**src/rtl/spi_param_tx.sv**
```systemverilog
module spi_param_tx #(
  parameter int HALF_CLKS = 6,
  parameter int GAP_CLKS  = 24
) (
  input  logic        clk,
  input  logic        rst_n,
  input  logic        commit,
  input  logic [7:0]  amp_code,
  input  logic [7:0]  wave_code,
  input  logic [27:0] freq_digits,
  output logic        sck,
  output logic        mosi,
  output logic        cs_n,
  output logic        busy
);
  localparam int NBYTES = 6;
  localparam int LAST_PHASE = 16;
  localparam int TMAX = (HALF_CLKS > GAP_CLKS) ? HALF_CLKS : GAP_CLKS;
  localparam int TW = $clog2(TMAX + 1);

  typedef enum logic [1:0] {S_IDLE, S_XFER, S_GAP} st_t;

  st_t               st;
  logic [TW-1:0]     tick;
  logic [4:0]        phase;
  logic [2:0]        idx;
  logic [NBYTES-1:0][7:0] frame_q;
  logic [7:0]        cur_byte;

  function automatic logic [7:0] pack_pair(input logic [3:0] hi, input logic [3:0] lo);
    return {4'd0, hi} * 8'd10 + {4'd0, lo};
  endfunction

  always_ff @(posedge clk or negedge rst_n) begin
    if (!rst_n) begin
      st      <= S_IDLE;
      tick    <= '0;
      phase   <= '0;
      idx     <= '0;
      frame_q <= '0;
    end else begin
      case (st)
        S_IDLE: if (commit) begin
          frame_q[0] <= amp_code;
          frame_q[1] <= wave_code;
          frame_q[2] <= pack_pair(freq_digits[7:4],   freq_digits[3:0]);
          frame_q[3] <= pack_pair(freq_digits[15:12], freq_digits[11:8]);
          frame_q[4] <= pack_pair(freq_digits[23:20], freq_digits[19:16]);
          frame_q[5] <= {4'd0, freq_digits[27:24]};
          st    <= S_XFER;
          tick  <= '0;
          phase <= '0;
          idx   <= '0;
        end
        S_XFER: if (tick == TW'(HALF_CLKS - 1)) begin
          tick <= '0;
          if (phase == 5'(LAST_PHASE)) begin
            phase <= '0;
            st    <= S_GAP;
          end else begin
            phase <= phase + 5'd1;
          end
        end else begin
          tick <= tick + 1'b1;
        end
        S_GAP: if (tick == TW'(GAP_CLKS - 1)) begin
          tick <= '0;
          if (idx == 3'(NBYTES - 1)) begin
            st <= S_IDLE;
          end else begin
            idx <= idx + 3'd1;
            st  <= S_XFER;
          end
        end else begin
          tick <= tick + 1'b1;
        end
        default: st <= S_IDLE;
      endcase
    end
  end

  assign cur_byte = frame_q[idx];
  assign cs_n = (st != S_XFER);
  assign sck  = (st == S_XFER) && phase[0];
  assign mosi = (st == S_XFER) && !phase[4] && cur_byte[3'd7 - phase[3:1]];
  assign busy = (st != S_IDLE);
endmodule

```
**config.mk**
```make
export PLATFORM = sky130hd
export DESIGN_NAME = spi_param_tx
export DESIGN_NICKNAME = d
export VERILOG_FILES = /design/src/rtl/spi_param_tx.sv
export SDC_FILE = /design/constraint.sdc
export NUM_CORES = 1
export LEC_CHECK = 0
export ABC_AREA = 1
export CORE_MARGIN = 1.5
export CORE_UTILIZATION = 60
export DETAILED_ROUTE_END_ITERATION = 7
export DONT_BUFFER_PORTS = 1
export PLACE_DENSITY = 0.78
export REMOVE_ABC_BUFFERS = 1
export SKIP_LAST_GASP = 1
export SLEW_MARGIN = 25
export SYNTH_ARGS = -nofsm -noshare
export SYNTH_HDL_FRONTEND = slang
export SYNTH_SLANG_ARGS = --single-unit
```
**constraint.sdc**
```tcl
create_clock -name clk -period 1.9 [get_ports clk]
set_input_delay 0.095 -clock clk [delete_from_list [all_inputs] [get_ports clk]]
set_output_delay 0.095 -clock clk [all_outputs]
set_load 0.005 [all_outputs]
```
==> impl_results.md <==
* Synth Register Bits at 59
* Switch share at 0.4123
* Clock share of power at 0.186
* CTS Sinks at 59
* Tcrit/Tclk final at 0.9681
* Global-route wire length before repair at 14.39 mm
* Root buf cell: clkbuf_8
* Worst Setup Start Kind: register
* Number of max-cap violations at 0
* Synth warnings at 0
* Total GRT Usage at 0.2558
* Clock buffer depth at 2
* Die width at 83.04 microns
* Final Hold Fails at 0
* Fin. max-slew vios at 0
* 1st-pass router iterations at 4
* Initial DRC count at 194
* Worst EP arrival at 1.74 ns
* Register area share after synthesis at 0.3841
* Min-delay worst type: in -> reg
* Worst EP required at 1.80 ns
* Area of the multi-input gates at 2053 sq um
* WL per Instance at 13.11 microns
* Die area at 6896 sq um
* Gate power share at 0.433
* Largest net degree at the start of global routing at 60
* Core Util, Final at 0.7250
* TritonCTS clock tree: built
* Synth area leader: dfrtp_1
* Die Height at 83.04 microns
* Rel. slew slack at 0.7846
* Starting Density at 0.6342
* Clock skew at 0.006609 ns
* Final Net Count at 621
* Setup CP Type: reg -> out
* Post-DP Area at 3887 sq um
* Core Rows at 28
* Ports at 51
* Mapped Cells at 501
* Post-DRT Antenna Nets at 0
* Vias at 3,282
* PD cells at 1242 nW/um^2
* Fillers at 480
* Sw power at 0.002251 W
* Yosys top cell area share at 0.3841
* Avg Inst Size Synth at 7.672 sq um
* GP Congestion at 0.8526
* Dominant cells by area after synthesis: dfrtp_1 (38%), nand2_1 (18%), ha_1 (10%)
* Internal Power at 0.003208 W
* Reg area at 1478 sq um
* Worst setup EP type: output pin
* Layout cells sized above 1 at 0.08856
* Fin area at 4394 sq um
* Final Setup Violations at 0
* Number of global-route vias before repair at 3,225
* Antenna violations before repair at 0
* Status: complete, no violations
* Via density at 5.319
* Slack of the critical path at 0.06070 ns
* Total grt overflow at 0
* P_leak at 2.262 nW
* DP Wirelength at 5.605 mm
* Fin crit period at 1.839 ns
* WL final at 8.091 mm
* H-tree levels at 3
* RSZ-0062 raised after global routing: true
* CTS clk-pin slew, worst paths at 0.06 ns
* Mapped cell area at 3844 sq um
* Fmax at 543.7 MHz
* N_diodes at 0
* Drt drc at 0
* Slew @ Worst Pin at 0.3197 ns
* Peak VDD IR at 0.0007983 V
* Area growth, synth to finish at 14.32%
* Sequential fraction of design power at 0.382
* Tot Pwr at 0.005459 W
* Core ar. at 6061 sq um
* CTS Buf Count at 9
* Post-synth cell types at 35
* Clock Latency Late Sink at 0.34 ns
* Crit path max fanout at 12
* Port bufs at 0
* Place WS at 0.1598 ns
[worst paths after layout]
| check | start | to | slack (ns) | cells after the start |
|---|---|---|---|---|
| min in group asynchronous | rst_n | frame_q[5] | 0.27 | 2 |
| min reg2reg | frame_q[7] | frame_q[7] | 0.48 | 2 |
| max in group asynchronous | rst_n | idx[0] | 1.36 | 2 |
| max | phase[1] | mosi | 0.06 | 12 |
| min | freq_digits[12] | frame_q[25] | 0.01 | 3 |
| max reg2reg | st[0] | tick[1] | 0.18 | 9 |
[placed cells by master, fill, tap and decap left out, drive strengths merged]
cell	n
dlygate4sd3	27
nor3	2
a21oi	9
dfrtp	59
o22ai	3
a31oi	1
o31ai	3
buf	13
clkbuf	15
o211ai	2
xor2	9
o21ai	39
clkinv	2
o2111ai	1
fa	6
nand2	187
o32ai	1
ha	31
xnor2	3
inv	53
nand3	40
nor2	36
[flip-flops by register name (all words and copies together) (netlist names)]
register  flops
idx           3
frame_q      44
tick          5
st            2
phase         5
[metal layers]
| metal | GRT usage | part of all wire | up-vias |
|---|---|---|---|
| met5 | 0 | 0 | - |
| met4 | 0.07727 | 0.015 | 0 |
| met3 | 0.06660 | 0.049 | 13 |
| met2 | 0.4146 | 0.47 | 84 |
| met1 | 0.3385 | 0.47 | 1520 |
| li1 | - | - | 1665 |
[critical path: stages, from the launching register on]
cell     delay (ns)
dfrtp_1        0.38
buf_4          0.20
nor2_2         0.16
nand2_1        0.08
nand3_1        0.07
nand2_1        0.05
inv_1          0.05
nand2_1        0.04
nand2_1        0.06
nand2_1        0.05
nand2_1        0.06
nand2_1        0.05
nor2_2         0.15
[cell type report]
cell class              count  area share
multi-input cells         373      0.4673
flip-flops and latches     59      0.3363
clock inverters             2    0.002278
inverters                  53     0.04641
clock buffers              14     0.03702
well taps                  75     0.02136
repair buffers             41     0.08941
[power groups by stage]
| stage | registers, W | logic [W] | clock network (W) |
|---|---|---|---|
| 2_1_floorplan | 0.00204 | 0.00165 | 0 |
| 3_3_place_gp | 0.00208 | 0.00215 | 0 |
| 3_5_place_dp | 0.00210 | 0.00220 | 0 |
| 4_1_cts | 0.00208 | 0.00230 | 0.00104 |
| 5_1_grt | 0.00214 | 0.00274 | 0.00109 |
| 6_report | 0.00208 | 0.00236 | 0.00101 |
[cells by family (layout without fill, tap and decap cells)]
kind of cell | after synthesis | after routing | synth area share
AO/OA/AOI/OAI | 59 | 59 | 0.08822
XOR/XNOR | 12 | 12 | 0.02735
adder cells (fa/ha/maj) | 37 | 37 | 0.1322
buffers and inverters | 69 | 110 | 0.08301
flip-flops | 59 | 59 | 0.3841
AND/OR/NAND/NOR | 265 | 265 | 0.2852
[synth_stat cells, drive strengths merged]
cell	number
dfrtp	59
nor3	2
xnor2	3
o211ai	2
o31ai	3
buf	14
fa	6
a31oi	1
nand3	40
o22ai	3
nor2	36
o2111ai	1
xor2	9
clkbuf	2
o21ai	39
nand2	187
inv	53
o32ai	1
ha	31
a21oi	9
[repair_timing]
item / CTS / global route
hold buffers: 28 / 0
setup buffers: 0 / 4
pin swaps: 0 / 1
resized for setup: 1 / 3
endpoints found under the hold margin: 84 / 0
endpoints found under the setup margin: 1 / 3
[metrics by stage]
step,hold WS [ns],setup TNS [ns],instances
4_1_cts,0.00004374,0,613
2_1_floorplan,-0.2006,-17.38,485
5_1_grt,0.02197,-0.06416,617
3_3_place_gp,-0.1992,0,569
6_report,0.01264,0,617
3_5_place_dp,-0.1992,0,569
Power figures use the tool's default switching activity.
